### config.mk
export PLATFORM = sky130hd
export DESIGN_NAME = synth_prog_if
export DESIGN_NICKNAME = d
export VERILOG_FILES = /design/src/rtl/synth_prog_pkg.sv /design/src/rtl/sprog_sync.sv /design/src/rtl/sprog_shift.sv /design/src/rtl/sprog_hold.sv /design/src/rtl/synth_prog_if.sv
export SDC_FILE = /design/constraint.sdc
export NUM_CORES = 1
export LEC_CHECK = 0
export BUFFER_PORTS_ARGS = -buffer_cell sky130_fd_sc_hd__buf_4
export CAP_MARGIN = 5
export CORE_MARGIN = 5
export CORE_UTILIZATION = 54
export DETAILED_ROUTE_END_ITERATION = 6
export PLACE_DENSITY = 0.77
export SYNTH_ARGS = -nofsm -noshare
export SYNTH_HDL_FRONTEND = slang
export SYNTH_SLANG_ARGS = --single-unit
export TNS_END_PERCENT = 100
### constraint.sdc
create_clock -name clk_i -period 1.45 [get_ports clk_i]
set_input_delay 0.0725 -clock clk_i [delete_from_list [all_inputs] [get_ports clk_i]]
set_output_delay 0.0725 -clock clk_i [all_outputs]
set_load 0.05 [all_outputs]
### src/rtl/synth_prog_pkg.sv
package synth_prog_pkg;
  localparam int unsigned SWAL_W_DEF = 6;
  localparam int unsigned MAIN_W_DEF = 12;
  localparam int unsigned REF_W_DEF  = 14;
  localparam int unsigned SYNC_DEF   = 2;

  typedef enum logic {
    DEST_MAIN = 1'b0,
    DEST_REF  = 1'b1
  } dest_sel_e;
endpackage

### src/rtl/sprog_sync.sv
module sprog_sync #(
  parameter int unsigned W      = 3,
  parameter int unsigned STAGES = 2
) (
  input  logic         clk_i,
  input  logic         rst_ni,
  input  logic [W-1:0] d_i,
  output logic [W-1:0] q_o
);
  logic [STAGES-1:0][W-1:0] stg_q;

  generate
    if (STAGES == 1) begin : g_one
      always_ff @(posedge clk_i or negedge rst_ni) begin
        if (!rst_ni) stg_q <= '0;
        else         stg_q[0] <= d_i;
      end
    end else begin : g_chain
      always_ff @(posedge clk_i or negedge rst_ni) begin
        if (!rst_ni) stg_q <= '0;
        else         stg_q <= {stg_q[STAGES-2:0], d_i};
      end
    end
  endgenerate

  assign q_o = stg_q[STAGES-1];
endmodule

### src/rtl/sprog_shift.sv
module sprog_shift #(
  parameter int unsigned W = 18
) (
  input  logic         clk_i,
  input  logic         rst_ni,
  input  logic         shift_i,
  input  logic         bit_i,
  output logic [W-1:0] word_o,
  output logic         flag_o
);
  logic [W-1:0] word_q;
  logic         flag_q;

  // flag is the tail of the chain: the last bit of a frame lands here
  always_ff @(posedge clk_i or negedge rst_ni) begin
    if (!rst_ni) begin
      word_q <= '0;
      flag_q <= 1'b0;
    end else if (shift_i) begin
      word_q <= {flag_q, word_q[W-1:1]};
      flag_q <= bit_i;
    end
  end

  assign word_o = word_q;
  assign flag_o = flag_q;
endmodule

### src/rtl/sprog_hold.sv
module sprog_hold #(
  parameter int unsigned W = 14
) (
  input  logic         clk_i,
  input  logic         rst_ni,
  input  logic         en_i,
  input  logic [W-1:0] d_i,
  output logic [W-1:0] q_o
);
  always_ff @(posedge clk_i or negedge rst_ni) begin
    if (!rst_ni)   q_o <= '0;
    else if (en_i) q_o <= d_i;
  end
endmodule

### src/rtl/synth_prog_if.sv
module synth_prog_if
  import synth_prog_pkg::*;
#(
  parameter int unsigned SWAL_W = SWAL_W_DEF,
  parameter int unsigned MAIN_W = MAIN_W_DEF,
  parameter int unsigned REF_W  = REF_W_DEF,
  parameter int unsigned SYNC_N = SYNC_DEF
) (
  input  logic              clk_i,
  input  logic              rst_ni,
  input  logic              ser_clk_i,
  input  logic              ser_data_i,
  input  logic              ser_le_i,
  output logic [REF_W-1:0]  ref_div_o,
  output logic [SWAL_W-1:0] swallow_o,
  output logic [MAIN_W-1:0] main_div_o
);
  localparam int unsigned WORD_W = SWAL_W + MAIN_W;

  logic [2:0]        sync_q;
  logic              sclk_s, sdat_s, le_s;
  logic              sclk_d;
  logic              shift_en;
  logic [WORD_W-1:0] sr_q;
  logic              ctrl_q;
  dest_sel_e         dest;
  logic              en_ref, en_main;
  logic [WORD_W-1:0] main_word;

  sprog_sync #(.W(3), .STAGES(SYNC_N)) u_sync (
    .clk_i (clk_i),
    .rst_ni(rst_ni),
    .d_i   ({ser_clk_i, ser_data_i, ser_le_i}),
    .q_o   (sync_q)
  );
  assign {sclk_s, sdat_s, le_s} = sync_q;

  always_ff @(posedge clk_i or negedge rst_ni) begin
    if (!rst_ni) sclk_d <= 1'b0;
    else         sclk_d <= sclk_s;
  end
  assign shift_en = sclk_s & ~sclk_d;

  sprog_shift #(.W(WORD_W)) u_shift (
    .clk_i  (clk_i),
    .rst_ni (rst_ni),
    .shift_i(shift_en),
    .bit_i  (sdat_s),
    .word_o (sr_q),
    .flag_o (ctrl_q)
  );

  assign dest    = dest_sel_e'(ctrl_q);
  assign en_ref  = le_s & (dest == DEST_REF);
  assign en_main = le_s & (dest == DEST_MAIN);

  sprog_hold #(.W(REF_W)) u_ref (
    .clk_i (clk_i),
    .rst_ni(rst_ni),
    .en_i  (en_ref),
    .d_i   (sr_q[REF_W-1:0]),
    .q_o   (ref_div_o)
  );

  sprog_hold #(.W(WORD_W)) u_main (
    .clk_i (clk_i),
    .rst_ni(rst_ni),
    .en_i  (en_main),
    .d_i   (sr_q),
    .q_o   (main_word)
  );

  assign swallow_o  = main_word[SWAL_W-1:0];
  assign main_div_o = main_word[WORD_W-1:SWAL_W];
endmodule

# After elaboration in Yosys (flattened, before gate mapping)
# Index checks and enable logic that the tools add are counted.
# classes
n_bitwise,5
# ops
op,count
AND 1 bit,3
inverter 1 bit,2
# totals
input_bits,5
regBits,58
word_cells,12

# Longest topological paths before layout
# Gate-level depths: netlist of run 1.
# logic_depth
ltp_word,2
depth_mapped,4

# Hierarchy
# From an unflattened synthesis of run 1, not the netlist that was laid out.
# unflattened
cells_unflattened,120
hier_area_um2,2219.6
# modules_own_cells
module,area_per_inst_um2,instances,cells_each
sprog_shift,758.2,1,40
sprog_hold at u_main,721.9,1,38
sprog_hold at u_ref,519.2,1,29
sprog_sync,172.7,1,9
synth_prog_if,47.5,1,4

# Least setup slack after synthesis of run 1
# Ideal clock, no wire load.
# synth_path
path_type,reg-to-reg
start,reg u_shift.flag_q (netlist: u_shift.flag_o)
end,reg u_main.q_o[10]
path_stages_with_launch,5
setup_slack_ps,218
required_time_ps,1325
t_arrival_ps,1107
period_less_slack_ps,1232
setup_time_ps,125
path_cell_list,dfrtp_1 > nor2b_1 > buf_6 > buf_6 > mux2_2
# synth_via
elab_chain_cells,2
# synth_rtl
element,line,text
"start, declared",sprog_shift.sv:12,logic flag_q;
"start signal, assigned",sprog_shift.sv:21,flag_q <= bit_i;
inverter 1 bit,synth_prog_if.sv:55,assign en_main = le_s & (dest == DEST_MAIN);
AND 1 bit,synth_prog_if.sv:55,
"end signal, assigned",sprog_hold.sv:12,else if (en_i) q_o <= d_i;
"end, declared",sprog_hold.sv:8,output logic [W-1:0] q_o
# Every way passes these cells.
# A chain may end at the register's enable or synchronous reset.

# Worst setup path after layout of run 1
# layout_path
start,reg u_shift.flag_q (netlist: u_shift.flag_o)
end,reg u_main.q_o[14]
# Same word-level chain as after synthesis.

==> results of run 1 <==
## cells in the final DEF, fill, tap and decap left out, drive strengths merged
cell type    instances
buf                 41
clkbuf              13
clkinv               1
clkinvlp             1
dfrtp               58
dlygate4sd3          4
mux2                51
nand2                1
nand2b               1
nor2b                1
## critical path, delay by kind of cell (launching register included)
family                 cells  cell delay (ns)
buffers and inverters      1             0.22
flip-flops                 1             0.41
multiplexers               1             0.36
AND/OR/NAND/NOR            1             0.14
## per-stage QoR
stage	hold WS, ns	instance area [um2]	cells
2_1_floorplan	-0.223	2090	117
3_3_place_gp	0.156	2420	201
3_5_place_dp	0.170	2420	201
4_1_cts	0.358	2640	220
5_1_grt	0.372	2640	220
6_report	0.331	2640	220
## registers in the layout, indices dropped and copies added (netlist names)
signal	flops
sclk_d	1
u_ref.q_o	14
u_shift.flag_o	1
u_shift.word_o	18
u_main.q_o	18
u_sync.q_o	3
u_sync.stg_q	3
## cells in the mapped netlist (all sizes together)
cell type	number	area share (%)
buf	5	2.5
dfrtp	58	69
mux2	51	27
nand2	1	0.18
nand2b	1	0.30
nor2b	1	0.30
## worst paths after layout
kind                                                 end                  startpoint  slack, ns  cells after the start
max                           u_main.q_o[14]$_DFFE_PN0P_  u_shift.flag_o$_DFFE_PN0P_       0.20                      3
min                        u_shift.word_o[2]$_DFFE_PN0P_                      rst_ni       0.33                      2
max reg2reg                   u_main.q_o[14]$_DFFE_PN0P_  u_shift.flag_o$_DFFE_PN0P_       0.20                      3
min reg2reg                      u_sync.q_o[0]$_DFF_PN0_   u_sync.stg_q[0]$_DFF_PN0_       0.36                      0
max in group asynchronous       u_ref.q_o[9]$_DFFE_PN0P_                      rst_ni       0.66                      2
min in group clk_i               u_sync.q_o[0]$_DFF_PN0_   u_sync.stg_q[0]$_DFF_PN0_       0.36                      0
## power groups by stage
stage                     logic (mW)  registers (mW)  clock network (mW)
after CTS                       2.49            2.53                1.31
after floorplan                0.572            3.64                   0
after detailed placement        2.47            2.55                   0
after global placement          2.42            2.52                   0
final                           2.46            2.52                1.28
after global routing            2.57            2.61                1.39
## routing by layer
| layer | vias to the layer above | track usage (%) |
|---|---|---|
| li1 | 510 | - |
| met1 | 576 | 19.5 |
| met5 | - | 0 |
| met4 | 0 | 11.1 |
| met2 | 28 | 26.5 |
| met3 | 11 | 5.26 |
## area by class of cell
cell class                      instances  area, um2
Sequential cell                        58       1450
Tap cell                               48       60.1
Clock inverter                          2       12.5
Fill cell                             243       1080
Multi-Input combinational cell         54        593
Clock buffer                           13        159
Timing Repair Buffer                   45        360
## timing repair
action	4_1_cts	5_1_grt
hold buffers	4	0
hold endpoints to repair	61	0
buffers inserted	0	0
endpoints found under the setup margin	0	0
## cells by family (layout without fill, tap and decap cells)
kind of cell / after synthesis / in the layout / share of synthesized area, %
flip-flops: 58 / 58 / 69.3
multiplexers: 51 / 51 / 27.4
buffers and inverters: 5 / 60 / 2.51
AND/OR/NAND/NOR: 3 / 3 / 0.777
==> impl_metrics.py, run 1 <==
metrics = {
    "run_status": {
        "status": "finished, final reports clean",
    },
    "timing": {
        "fin_ws_ns": 0.197,
        "worst_pin_slew_ns": 0.681,
        "skew_ns": 0.00943,
        "finalHoldViolations": 0,
        "drv_slew": 0,
        "period_minus_slack_ns": 1.25,
        "setup_tns_ns": 0,
        "relSlewSlack_pct": 54.6,
        "fmax_ghz": 0.798,
        "setup_violations": 0,
        "grt_setup_unrepaired": "no",
        "fin_crit_sh_pct": 86.4,
    },
    "drt": {
        "met2_length_um": 1880,
        "wl_per_cell_um": 16.4,
        "top_layer": "met4",
        "via_count": 1125,
        "wl_um": 3610,
        "dr.pass1.iters": 4,
        "drtIter0Drc": 43,
        "drc_errors": 0,
        "viasPerCell": 5.11,
        "final_antenna_net_count": 0,
        "met3_length_um": 170,
        "drt-met1-wl_um": 1470,
    },
    "placement": {
        "io_buffers": 36,
        "dp_hpwl_um": 2350,
        "gp_congestion": 0.720,
        "place_ws_ns": 0.208,
    },
    "global_route": {
        "antenna_found_initial": 0,
        "grt_pass1_wl_um": 6350,
        "overflow": 0,
        "track_usage_pct": 16.7,
        "grt_max_degree": 59,
        "grt_pass1_vias": 1288,
    },
    "synthesis": {
        "yosysWarnings": 0,
        "ys_ff_latch": 58,
        "netlist_area_um2": 2090,
        "yosysSeqAreaShare_pct": 69.3,
        "synth_cell_types": 7,
        "synth_area_per_cell_um2": 17.9,
        "syn_nets": 122,
        "synthCells": 117,
    },
    "worst_setup_path": {
        "path_class": "reg -> reg",
        "cp_cell_sequence": "nor2b_2, buf_4, mux2_2",
        "cp_slowest_cell": "dfrtp_1",
        "cp_data_arrival_time_ns": 1.46,
        "required_ns": 1.66,
        "start_kind": "flip-flop",
        "critPathMaxFanout": 12,
        "crit_path_end_kind": "flip-flop",
        "cpPeakStageDelay_ns": 0.41,
    },
    "power": {
        "p_clk_share_pct": 20.4,
        "seqPwrFrac_pct": 40.3,
        "finalPower_mw": 6.25,
        "p_sw_mw": 2.50,
        "leakage_nw": 1.31,
        "peakVddDrop_uv": 1290,
        "p_per_area_nw_per_um2": 2370,
        "p_int_mw": 3.76,
        "comb_power_share_pct": 39.3,
        "power.share.switching_pct": 39.9,
    },
    "clock_network": {
        "cts-root-buf": "clkbuf_8",
        "cts_made_buffers": 9,
        "cts_resized": 0,
        "ctsLongestPathBuffers": 2,
        "htreeDepth": 3,
        "cts_tree": "done",
        "path_clk_slew_ns": 0.07,
        "clkLatencyLatePin_ns": 0.33,
        "cts.sink_count": 58,
    },
    "layout": {
        "area_delta_synth_final_pct": 25.9,
        "final_util_pct": 70.9,
        "layout-drive-gt1-share_pct": 61.6,
        "diodes": 0,
        "fin_nets": 173,
    },
    "die": {
        "rows": 22,
        "start_util_pct": 56.4,
        "fp.dieH_um": 72.3,
        "die_x_um": 72.3,
        "dieArea_um2": 5220,
        "core_region_area_um2": 3720,
        "io_pins": 37,
    },
    "job": {
        "drv_cap": 0,
    },
    "worst_hold_path": {
        "min-delay-path-class": "in -> async",
    },
}
Power figures use the tool's default switching activity.
==> inputs of run 2 (changes only) <==
==> constraint.sdc (replaced) <==
create_clock -name clk_i -period 1.45 [get_ports clk_i]
set_input_delay 0.2175 -clock clk_i [delete_from_list [all_inputs] [get_ports clk_i]]
set_output_delay 0.2175 -clock clk_i [all_outputs]
set_load 0.05 [all_outputs]
==> run 2 against run 1 <==
  * Cell area is 3.1% higher
  * Cell count is 0.91% higher
  * Largest cell class unchanged
  * Critical endpoint is now u_main.q_o[7]$_DFFE_PN0P_
  * Global-route usage is 0.51 points lower
  * Power is 7.5% higher
  * Clock power is 35% higher
  * Largest power group unchanged
  * Setup slack better by 0.0030 ns
==> impl_metrics.py, run 2 (same netlist as run 1, synthesis figures left out) <==
metrics = {
    "timing": {
        "fin_crit_sh_pct": 86.2,
        "setup_tns_ns": 0,
        "drv_slew": 0,
        "skew_ns": 0.00821,
        "fmax_ghz": 0.800,
        "finalHoldViolations": 0,
        "setup_violations": 0,
        "fin_ws_ns": 0.200,
        "worst_pin_slew_ns": 0.335,
        "grt_setup_unrepaired": "no",
        "relSlewSlack_pct": 77.7,
        "period_minus_slack_ns": 1.25,
    },
    "global_route": {
        "track_usage_pct": 16.2,
        "grt_pass1_wl_um": 6280,
        "grt_pass1_vias": 1286,
        "overflow": 0,
        "grt_max_degree": 34,
        "antenna_found_initial": 0,
    },
    "die": {
        "core_region_area_um2": 3720,
        "io_pins": 37,
        "start_util_pct": 56.4,
        "rows": 22,
        "fp.dieH_um": 72.3,
        "dieArea_um2": 5220,
        "die_x_um": 72.3,
    },
    "worst_setup_path": {
        "cp_cell_sequence": "nor2b_2, buf_4, mux2_2",
        "critPathMaxFanout": 12,
        "crit_path_end_kind": "flip-flop",
        "required_ns": 1.66,
        "cp_slowest_cell": "dfrtp_1",
        "path_class": "reg -> reg",
        "cpPeakStageDelay_ns": 0.41,
        "cp_data_arrival_time_ns": 1.46,
        "start_kind": "flip-flop",
    },
    "clock_network": {
        "htreeDepth": 3,
        "cts.sink_count": 58,
        "post-cts-setup-buffers": 0,
        "cts-root-buf": "clkbuf_8",
        "clkLatencyLatePin_ns": 0.33,
        "path_clk_slew_ns": 0.06,
        "cts_tree": "done",
        "ctsLongestPathBuffers": 2,
        "cts_made_buffers": 9,
    },
    "layout": {
        "diodes": 0,
        "final_util_pct": 73.1,
        "final_common_cell": "dfrtp_1",
        "layout-drive-gt1-share_pct": 62.6,
        "fin_nets": 174,
        "area_delta_synth_final_pct": 29.7,
        "final_cell_mix": "dfrtp_1 (58), mux2_2 (51), buf_4 (40)",
    },
    "drt": {
        "wl_um": 3540,
        "dr.pass1.iters": 4,
        "via_count": 1136,
        "final_antenna_net_count": 0,
        "viasPerCell": 5.12,
        "drc_errors": 0,
        "wl_per_cell_um": 16.0,
        "drtIter0Drc": 49,
    },
    "run_status": {
        "status": "finished, final reports clean",
    },
    "placement": {
        "io_buffers": 36,
        "place_ws_ns": 0.215,
        "dp_hpwl_um": 2370,
        "gp_congestion": 0.711,
    },
    "job": {
        "drv_cap": 0,
    },
    "power": {
        "p_per_area_nw_per_um2": 2470,
        "peakVddDrop_uv": 1110,
        "leakage_nw": 1.35,
        "finalPower_mw": 6.72,
    },
    "worst_hold_path": {
        "min-delay-path-class": "in -> async",
    },
}
[run 2: stage by stage]
stage               instances  instance area, um2  hold slack (ns)
CTS                       222                2720            0.331
global route              222                2720            0.357
detailed placement        202                2440            0.142
finish                    222                2720            0.333
floorplan                 117                2090          -0.0781
global placement          202                2440            0.137
[run 2: per-layer routing]
layer | part of all wire [%] | track usage [%] | vias up
met5 | 0 | 0 | -
met4 | 2.7 | 11.9 | 0
met3 | 3.8 | 4.29 | 9
met2 | 50 | 23.8 | 25
met1 | 43 | 20.7 | 587
li1 | - | - | 515
[run 2: path summary, 6_finish.rpt]
kind	startpoint	endpoint	slack, ns	depth (start not counted)
hold / removal	rst_ni	u_main.q_o[1]$_DFFE_PN0P_	0.33	2
max in group asynchronous	rst_ni	u_shift.word_o[13]$_DFFE_PN0P_	0.64	3
hold reg to reg	u_sync.stg_q[0]$_DFF_PN0_	u_sync.q_o[0]$_DFF_PN0_	0.36	0
min in group clk_i	u_sync.stg_q[0]$_DFF_PN0_	u_sync.q_o[0]$_DFF_PN0_	0.36	0
setup reg to reg	u_shift.flag_o$_DFFE_PN0P_	u_main.q_o[7]$_DFFE_PN0P_	0.20	3
setup / recovery	u_shift.flag_o$_DFFE_PN0P_	u_main.q_o[7]$_DFFE_PN0P_	0.20	3
[run 2: repair_timing]
| action | CTS | global route |
|---|---|---|
| resized for setup | 0 | 0 |
| hold buffers | 4 | 0 |
| endpoints found under the hold margin | 28 | 0 |
[run 2: cell type report]
class / instances / area (um2)
Clock buffer: 10 / 128
Tap cell: 48 / 60.1
Timing Repair Buffer: 46 / 380
Multi-Input combinational cell: 54 / 593
Fill cell: 243 / 998
Sequential cell: 58 / 1450
Clock inverter: 6 / 105
[run 2: worst max-delay path: cells and delay by family (launching register included)]
kind / cells / cell delay, ns
flip-flops: 1 / 0.41
buffers and inverters: 1 / 0.23
multiplexers: 1 / 0.36
AND/OR/NAND/NOR: 1 / 0.14
[run 2: where the power goes]
part | switching, mW | total (mW) | internal [mW]
Combinational | 1.56 | 2.45 | 0.897
Clock | 0.601 | 1.73 | 1.13
Sequential | 0.370 | 2.53 | 2.16
